[src/rtl/uart_rx_pkg.sv]
package uart_rx_pkg;

  typedef struct packed {
    logic       brk;
    logic       ferr;
    logic       perr;
    logic [7:0] data;
  } rx_entry_t;

  typedef enum logic [2:0] {
    ST_IDLE, ST_START, ST_DATA, ST_PAR, ST_STOP, ST_HOLD
  } rx_state_e;

  function automatic int unsigned trig_thr(input logic [1:0] code);
    case (code)
      2'd0:    return 1;
      2'd1:    return 16;
      2'd2:    return 32;
      default: return 56;
    endcase
  endfunction

endpackage

[src/rtl/uart_rx_deser.sv]
module uart_rx_deser
  import uart_rx_pkg::*;
#(
  parameter int unsigned OSR = 16
) (
  input  logic       clk_i,
  input  logic       rst_ni,
  input  logic       tick_i,
  input  logic       rxd_i,
  input  logic [1:0] len_i,
  input  logic       par_en_i,
  input  logic       par_odd_i,
  output logic       push_o,
  output rx_entry_t  entry_o
);

  localparam int unsigned CW = $clog2(OSR);
  localparam logic [CW-1:0] MID  = CW'(OSR / 2 - 1);
  localparam logic [CW-1:0] LAST = CW'(OSR - 1);

  logic [1:0]    sync_q;
  logic          rx;
  rx_state_e     state_q;
  logic [CW-1:0] cnt_q;
  logic [2:0]    bit_q;
  logic [7:0]    sh_q;
  logic          pacc_q, pbit_q;
  logic          push_q;
  rx_entry_t     entry_q, entry_d;
  logic          last_bit, brk_det;

  assign rx = sync_q[1];

  always_ff @(posedge clk_i or negedge rst_ni) begin
    if (!rst_ni) sync_q <= 2'b11;
    else         sync_q <= {sync_q[0], rxd_i};
  end

  assign last_bit = (bit_q == 3'(len_i) + 3'd4);
  // break needs every sampled bit low, stop bit included
  assign brk_det  = (sh_q == 8'h00) && !rx && !(par_en_i && pbit_q);

  always_comb begin
    entry_d      = '0;
    if (brk_det) begin
      entry_d.brk = 1'b1;
    end else begin
      entry_d.data = sh_q >> (2'd3 - len_i);
      entry_d.perr = par_en_i & (pacc_q ^ pbit_q ^ par_odd_i);
      entry_d.ferr = ~rx;
    end
  end

  always_ff @(posedge clk_i or negedge rst_ni) begin
    if (!rst_ni) begin
      state_q <= ST_IDLE;
      cnt_q   <= '0;
      bit_q   <= '0;
      sh_q    <= '0;
      pacc_q  <= 1'b0;
      pbit_q  <= 1'b0;
      push_q  <= 1'b0;
      entry_q <= '0;
    end else begin
      push_q <= 1'b0;
      case (state_q)
        ST_IDLE: begin
          if (tick_i && !rx) begin
            state_q <= ST_START;
            cnt_q   <= '0;
            sh_q    <= '0;
            pacc_q  <= 1'b0;
            pbit_q  <= 1'b0;
          end
        end
        ST_START: begin
          if (tick_i) begin
            if (cnt_q == MID) begin
              if (rx) state_q <= ST_IDLE;
              else begin
                state_q <= ST_DATA;
                cnt_q   <= '0;
                bit_q   <= '0;
              end
            end else cnt_q <= cnt_q + 1'b1;
          end
        end
        ST_DATA: begin
          if (tick_i) begin
            if (cnt_q == LAST) begin
              cnt_q  <= '0;
              sh_q   <= {rx, sh_q[7:1]};
              pacc_q <= pacc_q ^ rx;
              if (last_bit) state_q <= par_en_i ? ST_PAR : ST_STOP;
              else          bit_q   <= bit_q + 1'b1;
            end else cnt_q <= cnt_q + 1'b1;
          end
        end
        ST_PAR: begin
          if (tick_i) begin
            if (cnt_q == LAST) begin
              cnt_q   <= '0;
              pbit_q  <= rx;
              state_q <= ST_STOP;
            end else cnt_q <= cnt_q + 1'b1;
          end
        end
        ST_STOP: begin
          if (tick_i) begin
            if (cnt_q == LAST) begin
              cnt_q   <= '0;
              push_q  <= 1'b1;
              entry_q <= entry_d;
              state_q <= brk_det ? ST_HOLD : ST_IDLE;
            end else cnt_q <= cnt_q + 1'b1;
          end
        end
        ST_HOLD: begin
          if (rx) state_q <= ST_IDLE;
        end
        default: state_q <= ST_IDLE;
      endcase
    end
  end

  assign push_o  = push_q;
  assign entry_o = entry_q;


  push_single_chk: assert property (@(posedge clk_i) disable iff (!rst_ni)
    push_o |=> !push_o);


  brk_zero_chk: assert property (@(posedge clk_i) disable iff (!rst_ni)
    (push_o && entry_o.brk) |-> (entry_o.data == 8'h00 && !entry_o.perr && !entry_o.ferr));

endmodule

[src/rtl/uart_rx_fifo.sv]
module uart_rx_fifo #(
  parameter int unsigned DEPTH = 64,
  parameter int unsigned W     = 11,
  localparam int unsigned AW   = $clog2(DEPTH),
  localparam int unsigned LW   = AW + 1
) (
  input  logic          clk_i,
  input  logic          rst_ni,
  input  logic          push_i,
  input  logic [W-1:0]  wdata_i,
  input  logic          pop_i,
  output logic [W-1:0]  rdata_o,
  output logic [LW-1:0] level_o,
  output logic          empty_o,
  output logic          full_o,
  output logic          drop_o
);

  logic [W-1:0]  mem_q [DEPTH];
  logic [AW-1:0] wp_q, rp_q;
  logic [LW-1:0] lvl_q;
  logic          wr, rd;

  assign empty_o = (lvl_q == '0);
  assign full_o  = (lvl_q == LW'(DEPTH));
  assign wr      = push_i & ~full_o;
  assign rd      = pop_i & ~empty_o;
  assign drop_o  = push_i & full_o;

  always_ff @(posedge clk_i) begin
    if (wr) mem_q[wp_q] <= wdata_i;
  end

  always_ff @(posedge clk_i or negedge rst_ni) begin
    if (!rst_ni) begin
      wp_q  <= '0;
      rp_q  <= '0;
      lvl_q <= '0;
    end else begin
      if (wr) wp_q <= wp_q + 1'b1;
      if (rd) rp_q <= rp_q + 1'b1;
      case ({wr, rd})
        2'b10:   lvl_q <= lvl_q + 1'b1;
        2'b01:   lvl_q <= lvl_q - 1'b1;
        default: lvl_q <= lvl_q;
      endcase
    end
  end

  assign rdata_o = mem_q[rp_q];
  assign level_o = lvl_q;


  level_bound_chk: assert property (@(posedge clk_i) disable iff (!rst_ni)
    level_o <= LW'(DEPTH));


  full_hold_chk: assert property (@(posedge clk_i) disable iff (!rst_ni)
    (full_o && push_i && !pop_i) |=> (full_o && level_o == $past(level_o)));


  empty_pop_chk: assert property (@(posedge clk_i) disable iff (!rst_ni)
    (empty_o && pop_i && !push_i) |=> empty_o);

endmodule

[src/rtl/uart_rx_tmo.sv]
module uart_rx_tmo #(
  parameter int unsigned OSR   = 16,
  parameter int unsigned CHARS = 4,
  localparam int unsigned LIM_MAX = CHARS * OSR * 12,
  localparam int unsigned TW      = $clog2(LIM_MAX + 1)
) (
  input  logic       clk_i,
  input  logic       rst_ni,
  input  logic       tick_i,
  input  logic       empty_i,
  input  logic       act_i,
  input  logic [1:0] len_i,
  input  logic       par_en_i,
  output logic       timeout_o
);

  logic [TW-1:0] cnt_q, lim;
  logic          to_q;

  // frame = start + (5..8) data + parity + one stop
  assign lim = TW'(CHARS * OSR * (7 + int'(len_i) + int'(par_en_i)));

  always_ff @(posedge clk_i or negedge rst_ni) begin
    if (!rst_ni) begin
      cnt_q <= '0;
      to_q  <= 1'b0;
    end else if (empty_i || act_i) begin
      cnt_q <= '0;
      to_q  <= 1'b0;
    end else if (tick_i && !to_q) begin
      if (cnt_q >= lim - TW'(1)) to_q <= 1'b1;
      else                       cnt_q <= cnt_q + 1'b1;
    end
  end

  assign timeout_o = to_q;


  to_nonempty_chk: assert property (@(posedge clk_i) disable iff (!rst_ni)
    timeout_o |-> !empty_i);


  to_act_clr_chk: assert property (@(posedge clk_i) disable iff (!rst_ni)
    act_i |=> !timeout_o);

endmodule

[src/rtl/uart_rx_tagged.sv]
module uart_rx_tagged
  import uart_rx_pkg::*;
#(
  parameter int unsigned OSR   = 16,
  parameter int unsigned DEPTH = 64,
  parameter int unsigned CHARS = 4,
  localparam int unsigned LW   = $clog2(DEPTH) + 1
) (
  input  logic          clk_i,
  input  logic          rst_ni,
  input  logic          tick_i,
  input  logic          rxd_i,
  input  logic [1:0]    cfg_len_i,
  input  logic          cfg_par_en_i,
  input  logic          cfg_par_odd_i,
  input  logic [1:0]    cfg_trig_i,
  input  logic          pop_i,
  input  logic          ovr_clr_i,
  output logic [7:0]    rd_data_o,
  output logic          rd_perr_o,
  output logic          rd_ferr_o,
  output logic          rd_brk_o,
  output logic          empty_o,
  output logic [LW-1:0] level_o,
  output logic          trig_o,
  output logic          overrun_o,
  output logic          line_irq_o,
  output logic          timeout_o
);

  localparam int unsigned EW = $bits(rx_entry_t);

  logic      push, full, drop;
  rx_entry_t wentry, head;
  logic [EW-1:0] head_raw;
  logic      ovr_q;

  uart_rx_deser #(.OSR(OSR)) u_deser (
    .clk_i     (clk_i),
    .rst_ni    (rst_ni),
    .tick_i    (tick_i),
    .rxd_i     (rxd_i),
    .len_i     (cfg_len_i),
    .par_en_i  (cfg_par_en_i),
    .par_odd_i (cfg_par_odd_i),
    .push_o    (push),
    .entry_o   (wentry)
  );

  uart_rx_fifo #(.DEPTH(DEPTH), .W(EW)) u_fifo (
    .clk_i   (clk_i),
    .rst_ni  (rst_ni),
    .push_i  (push),
    .wdata_i (wentry),
    .pop_i   (pop_i),
    .rdata_o (head_raw),
    .level_o (level_o),
    .empty_o (empty_o),
    .full_o  (full),
    .drop_o  (drop)
  );

  uart_rx_tmo #(.OSR(OSR), .CHARS(CHARS)) u_tmo (
    .clk_i     (clk_i),
    .rst_ni    (rst_ni),
    .tick_i    (tick_i),
    .empty_i   (empty_o),
    .act_i     (push | pop_i),
    .len_i     (cfg_len_i),
    .par_en_i  (cfg_par_en_i),
    .timeout_o (timeout_o)
  );

  always_ff @(posedge clk_i or negedge rst_ni) begin
    if (!rst_ni)        ovr_q <= 1'b0;
    else if (drop)      ovr_q <= 1'b1;
    else if (ovr_clr_i) ovr_q <= 1'b0;
  end

  assign head       = rx_entry_t'(head_raw);
  assign rd_data_o  = head.data;
  assign rd_perr_o  = head.perr;
  assign rd_ferr_o  = head.ferr;
  assign rd_brk_o   = head.brk;
  assign overrun_o  = ovr_q;
  assign line_irq_o = ovr_q | (~empty_o & (head.perr | head.ferr | head.brk));
  assign trig_o     = (32'(level_o) >= trig_thr(cfg_trig_i));


  ovr_sticky_chk: assert property (@(posedge clk_i) disable iff (!rst_ni)
    (overrun_o && !ovr_clr_i) |=> overrun_o);


  ovr_set_chk: assert property (@(posedge clk_i) disable iff (!rst_ni)
    (push && full) |=> overrun_o);


  trig_nonempty_chk: assert property (@(posedge clk_i) disable iff (!rst_ni)
    trig_o |-> !empty_o);

endmodule

[config.mk]
export PLATFORM = sky130hd
export DESIGN_NAME = uart_rx_tagged
export DESIGN_NICKNAME = d
export VERILOG_FILES = /design/src/rtl/uart_rx_pkg.sv /design/src/rtl/uart_rx_deser.sv /design/src/rtl/uart_rx_fifo.sv /design/src/rtl/uart_rx_tmo.sv /design/src/rtl/uart_rx_tagged.sv
export SDC_FILE = /design/constraint.sdc
export NUM_CORES = 1
export LEC_CHECK = 0
export ABC_AREA = 1
export BUFFER_PORTS_ARGS = -buffer_cell sky130_fd_sc_hd__buf_2
export CAP_MARGIN = 20
export CORE_MARGIN = 2
export CORE_UTILIZATION = 51
export CTS_BUF_LIST = sky130_fd_sc_hd__clkbuf_2 sky130_fd_sc_hd__clkbuf_4 sky130_fd_sc_hd__clkbuf_8
export DETAILED_ROUTE_END_ITERATION = 8
export PLACE_DENSITY = 0.67
export SYNTH_ARGS = -nofsm -noshare
export SYNTH_HDL_FRONTEND = slang
export SYNTH_HIERARCHICAL = 1
export SYNTH_SLANG_ARGS = --single-unit
[constraint.sdc]
create_clock -name clk_i -period 7.9 [get_ports clk_i]
set_input_delay 1.58 -clock clk_i [delete_from_list [all_inputs] [get_ports clk_i]]
set_output_delay 1.58 -clock clk_i [all_outputs]
set_load 0.01 [all_outputs]
# Word level (Yosys, flattened, before mapping)
# Memory sizes are Yosys's and may differ from the RTL's.
# Cells that the tools add are included.
[word_totals]
ram_bits = 704
output_inout_bits = 23
ff_bits = 65
input_bits = 12
n_memories = 1
[memory_table]
columns = ["name", "depth", "width", "rd", "rd_ports_with_merged_regs", "wr", "line", "source"]
rows = [
  ["u_fifo.mem_q", 64, 11, 1, 0, 1, "uart_rx_fifo.sv:19", "logic [W-1:0] mem_q [DEPTH];"],
]
[op_classes]
n_shift = 1
add_sub_neg = 12
n_reduce_logical = 30
n_lt_le_gt_ge = 2
eq_ne = 29
bitwise_logic = 15
n_mux = 57
[ops]
columns = ["cell", "count"]
rows = [
  ["2-to-1 mux 3 bit", 19],
  ["2-to-1 mux 10 bit", 4],
  ["greater-or-equal comparator 7 x 32 -> 1 bit", 1],
  ["2-to-1 mux 4 bit", 6],
  ["2-to-1 mux 8 bit", 3],
  ["inequality test 2 x 1 -> 1 bit, second input constant", 9],
  ["one-hot mux 3 bit (6 select lines)", 1],
  ["one-hot mux 6 bit (3 select lines)", 1],
  ["2-to-1 mux 1 bit", 16],
  ["one-hot mux 8 bit (2 select lines)", 1],
  ["one-hot mux 7 bit (2 select lines)", 1],
  ["nonzero test 2 bit", 7],
  ["adder 6 x 1 -> 6 bit, second input constant", 2],
  ["inequality test 2 bit, second input constant", 6],
  ["one-hot mux 4 bit (3 select lines)", 1],
  ["AND reduction 11 bit", 1],
  ["adder 10 x 1 -> 10 bit, second input constant", 1],
  ["greater-or-equal comparator 10 bit", 1],
  ["subtractor 10 x 1 -> 10 bit, second input constant", 1],
  ["zero test 8 bit", 1],
  ["AND reduction 4 bit", 2],
  ["right shift 8 x 2 -> 8 bit", 1],
  ["adder 7 x 1 -> 7 bit, second input constant", 1],
  ["== test 7 bit, second input constant", 1],
  ["35 further kinds", 58],
]

# Logic depth before layout (Yosys ltp)
[depth]
ltp_word = 7
ltp_mapped = 15

# Hierarchy
# Netlist, hierarchy kept.
[modules_own_cells]
columns = ["mod", "cells_each", "area_per_inst_um2", "seq_area_each_um2", "n_inst"]
rows = [
  ["uart_rx_fifo", 2823, 30714.5, 21615.7, 1],
  ["uart_rx_deser", 255, 1986.9, 853.3, 1],
  ["uart_rx_tmo", 123, 834.6, 275.3, 1],
  ["uart_rx_tagged", 31, 187.7, 25.0, 1],
]

# Least setup slack after synthesis
# No wires, ideal clock.
[synth_path]
path_kind = "in2out"
start = "input port cfg_trig_i[0]"
end = "output port trig_o"
n_path_buf = 0
arrival_ps = 2282
cell_stages = 5
setup_slack_ps = 4038
cell_sequence = "nand2_1 > ha_1 > or2_0 > nand3_1 > nand3_1"
[synth_via]
elab_chain_cells = 3
word_cells_on_any_way = 5
[synth_lines]
columns = ["item", "line", "source"]
rows = [
  ["from (decl)", "uart_rx_tagged.sv:16", "input logic [1:0] cfg_trig_i,"],
  ["== test 2 bit (tied with other cells)", "uart_rx_pkg.sv:15", "case (code)"],
  ["one-hot mux 6 bit (3 select lines) (*)", "uart_rx_pkg.sv:15", ""],
  ["greater-or-equal comparator 7 x 32 -> 1 bit (*)", "uart_rx_tagged.sv:87", "assign trig_o = (32'(level_o) >= trig_thr(cfg_trig_i));"],
  ["to (decl)", "uart_rx_tagged.sv:25", "output logic trig_o,"],
]
# Every way passes the cells marked *; elsewhere a longest branch is shown, timed or not.

# Worst setup path in the final report
[layout_path]
start = "register u_fifo.rp_q[0]"
end = "output port line_irq_o"
[layout_via]
elab_chain_cells = 5
[layout_lines]
columns = ["item", "line", "source"]
rows = [
  ["from (decl)", "uart_rx_fifo.sv:20", "logic [AW-1:0] wp_q, rp_q;"],
  ["from (signal assigned)", "uart_rx_fifo.sv:41", "if (rd) rp_q <= rp_q + 1'b1;"],
  ["memory (64 x 11 bit) (*)", "--", ""],
  ["OR 1 bit", "uart_rx_tagged.sv:86", "assign line_irq_o = ovr_q | (~empty_o & (head.perr | head.ferr | head.brk));"],
  ["OR 1 bit (*)", "uart_rx_tagged.sv:86", ""],
  ["bitwise AND 1 bit (*)", "uart_rx_tagged.sv:86", ""],
  ["OR 1 bit (*)", "uart_rx_tagged.sv:86", ""],
  ["to (decl)", "uart_rx_tagged.sv:27", "output logic line_irq_o,"],
]
# Marked as above.

==> key figures <==
Die
  – Die Y-Extent: 261 µm
  – Core area: 65,600 µm²
  – Die Width: 261 µm
  – Die Footprint: 68,200 µm²
  – I/O pin count: 35
  – Num rows: 94
  – Initial Util: 0.514

Final layout
  – Fin cells: 4,257
  – Synthesis-to-finish area growth: 9.95%
  – Fillers: 5,539
  – Layout cells sized above 1: 0.104
  – Nets: 3,325
  – Multi-input gate area: 9010 µm²
  – Reg area: 22,800 µm²

Synthesis
  – Sequential cell area fraction in the yosys report: 0.675
  – Flops & latches, synth: 769
  – Primary FF master, synth: edfxtp_1
  – Yosys cell types: 49
  – Syn Nets: 3,266
  – Gate Count Post-Synth: 3,232
  – Yosys top cell by area: edfxtp_1
  – Commonest cells post-synth: nand2_1 (1,114), edfxtp_1 (704), nand3_1 (414), inv_1 (290), nor2_1 (211)
  – Mean Syn Cell Area: 10.4 µm²
  – Most frequent cell after synthesis: nand2_1
  – Number of synthesized flops with an enable pin: 704
  – Yosys warns: 6
  – Mapped cell area: 33,700 µm²
  – Share of the synthesized area in the top cell type: 0.627
  – Async SR Flop Fraction: 0.0845
  – Synth area leaders: edfxtp_1 (63%), nand2_1 (12%), nand3_1 (6.1%)

Worst hold path
  – Hold WC Path Type: reg -> reg

Setup path
  – Worst r2r src: u_fifo/level_o[1]$_DFFE_PN0P_
  – Reg-to-Reg End: u_fifo/mem_q[10][0]$_DFFE_PP_
  – CP Capture Point: line_irq_o
  – Worst EP required: 6320 ps
  – Worst EP arrival: 5040 ps
  – CP startpoint kind: flop
  – Critical path type: reg -> out
  – Crit end category: primary output
  – CP dominant cell by count: nand3_1
  – R2R Setup Slk: 4650 ps
  – Largest stage delay on the critical path: 880 ps
  – Crit path max fanout: 149
  – R2R depth: 6
  – Crit path launch: u_fifo/rp_q[0]$_DFFE_PN0P_
  – Crit path cell chain: inv_8 > buf_4 > nand2_1 > nand3_1 > nand3_1 > nand3_1 > nand2_1 > nand3_1 > nand2_1 > nor3_1 > o21ai_0 > buf_2
  – Worst path slowest cell: nor3_1

Route
  – Via Count: 23.3k
  – First-pass DRT Iterations: 6
  – Vias/cell: 5.48
  – Post-route DRC violation count: 0
  – Routed wire length: 84,100 µm
  – Post-DRT Antenna Nets: 0
  – Post-Route M1 WL: 34,100 µm
  – Routed wl met2: 39,600 µm
  – 1st-iter DRT viols: 2,869
  – Max layer used: met4
  – Wirelength per Cell: 19.7 µm
  – Met3 wire len: 7190 µm

Run status
  – Status: complete, no violations

Pwr
  – Leak Pwr: 15.5 nW
  – Clk pwr share: 0.290
  – Worst IR Drop VDD: 0.261 mV
  – Comb power frac: 0.302
  – Int Pwr: 7.12 mW
  – P_sw: 4.23 mW
  – Switch share: 0.373
  – Seq pwr share: 0.408
  – Cell Pwr Density: 306 nW/µm²
  – Total power: 11.4 mW

Clocking
  – Clock Latency Late Sink: 760 ps
  – PostCTS Resize Cnt: 0
  – Num CTS Buffers: 121
  – Root Buffer: clkbuf_8
  – Max clock buf depth: 3
  – CTS tree: yes
  – H-tree levels: 3
  – Clk slew on worst S/H paths: 60 ps
  – Cts hold-fix bufs: 0
  – Clock sinks: 769
  – Postcts setup bufs: 0

Timing
  – Hold slack: 356 ps
  – F_max: 0.151 GHz
  – Max-slew violation count: 0
  – Unrepaired setup endpoints after global routing: no
  – Worst-Margin Slew: 1120 ps
  – Fin crit share: 0.838
  – Worst setup margin: 1280 ps
  – Final setup TNS: 0 ps
  – Period minus WS final: 6620 ps
  – Final Skew: 68.4 ps
  – Final hold vios: 0
  – Final setup fails: 0
  – Slew Limit Headroom: 0.249

Global route
  – Grt total ovfl: 0
  – Global-route wire length before repair: 129,000 µm
  – Vias in the first global route: 22.5k
  – Tot GR Track Use: 0.248
  – Initial antenna violation count: 2
  – Largest net degree at the start of global routing: 177

Place
  – DP Cell Count: 4,009
  – HPWL after DPL: 48,400 µm
  – Final GP Congestion: 0.866
  – PortBufs: 34
  – Post-place setup slack: 2240 ps

Run
  – Max-cap check violation count: 0
## registers in the layout, indices dropped and copies added (netlist names), 4 cells and up
signal           flops
u_fifo/mem_q       704
u_deser/entry_o     11
u_tmo/cnt_q         10
u_deser/sh_q         8
u_fifo/level_o       7
u_fifo/rp_q          6
u_fifo/wp_q          6
u_deser/cnt_q        4
## layer usage
| metal | vias up | track usage |
|---|---|---|
| li1 | 10910 | - |
| met1 | 11180 | 0.339 |
| met2 | 1035 | 0.398 |
| met3 | 192 | 0.0417 |
| met4 | 0 | 0.0977 |
| met5 | - | 0 |
## worst max-delay path, delay by kind of cell (launching register included)
kind	cells	cell delay, ps
simple gates	8	1550
buf+inv	3	1470
flops	1	760
compound gates	1	170
## power groups by stage
stage	clock network, mW	logic, mW	registers, mW
detailed placement	0	3.36	4.71
CTS	3.35	3.38	4.63
global placement	0	3.30	4.71
global route	3.53	3.73	4.64
floorplan	0	2.49	4.58
finish	3.30	3.43	4.63
## cell families (layout without fill, tap and decap cells)
kind of cell    after synthesis  in the layout  share of synthesized area
simple gates               1792           1792                      0.223
other cells                   0              4                          0
mux                           1              1                   0.000297
fa+ha+maj                    22             22                    0.00861
xor+xnor                     21             21                    0.00568
buf+inv                     456            613                     0.0577
compound gates              171            171                     0.0297
flops                       769            769                      0.675
## per-stage QoR
step	cell area [µm²]	utilization
final	37100	0.565
after global routing	37100	0.565
after CTS	36800	0.561
after detailed placement	34500	0.525
after global placement	34400	0.525
after floorplan	33700	-
## cell usage in the layout (no fill, tap or decap), types with 4 or more instances in the layout
| cell | synthesis | layout |
|---|---|---|
| a21oi_1 | 56 | 56 |
| buf_2 | 83 | 34 |
| buf_4 | 25 | 39 |
| buf_6 | 5 | 12 |
| clkbuf_4 | 0 | 49 |
| clkbuf_8 | 0 | 123 |
| clkinv_1 | 2 | 34 |
| clkinv_2 | 0 | 6 |
| dfrtp_1 | 63 | 49 |
| dfrtp_2 | 0 | 12 |
| diode_2 | 0 | 4 |
| edfxtp_1 | 704 | 704 |
| ha_1 | 20 | 20 |
| inv_1 | 290 | 289 |
| inv_2 | 12 | 11 |
| inv_6 | 0 | 4 |
| nand2_1 | 1114 | 1113 |
| nand2_2 | 7 | 8 |
| nand2_4 | 4 | 4 |
| nand3_1 | 414 | 414 |
| nand3_2 | 4 | 4 |
| nand4_1 | 9 | 9 |
| nand4_2 | 6 | 6 |
| nor2_1 | 211 | 211 |
| nor3_1 | 5 | 5 |
| o211ai_1 | 34 | 34 |
| o21ai_0 | 58 | 58 |
| o21ai_2 | 10 | 10 |
| xnor2_1 | 7 | 7 |
| xor2_1 | 13 | 13 |
## how the worst min path moves through the flow
stage                           startpoint                     endpoint  depth (start not counted)
2_1_floorplan  u_deser/sync_q[0]$_DFF_PN1_  u_deser/sync_q[1]$_DFF_PN1_                          0
3_3_place_gp   u_deser/sync_q[0]$_DFF_PN1_  u_deser/sync_q[1]$_DFF_PN1_                          0
3_5_place_dp   u_deser/sync_q[0]$_DFF_PN1_  u_deser/sync_q[1]$_DFF_PN1_                          0
4_1_cts        u_deser/sync_q[0]$_DFF_PN1_  u_deser/sync_q[1]$_DFF_PN1_                          0
5_1_grt        u_deser/sync_q[0]$_DFF_PN1_  u_deser/sync_q[1]$_DFF_PN1_                          0
6_report       u_deser/sync_q[0]$_DFF_PN1_  u_deser/sync_q[1]$_DFF_PN1_                          0
## cell type report
cell class              count  share of cell area
clock buffers             172              0.0556
diodes                      4            0.000270
repair buffers             88              0.0180
clock inverters            49             0.00837
inverters                 304              0.0310
multi-input cells        2007               0.243
well taps                 864              0.0292
flip-flops and latches    769               0.615
(Power assumes the default switching activity.)
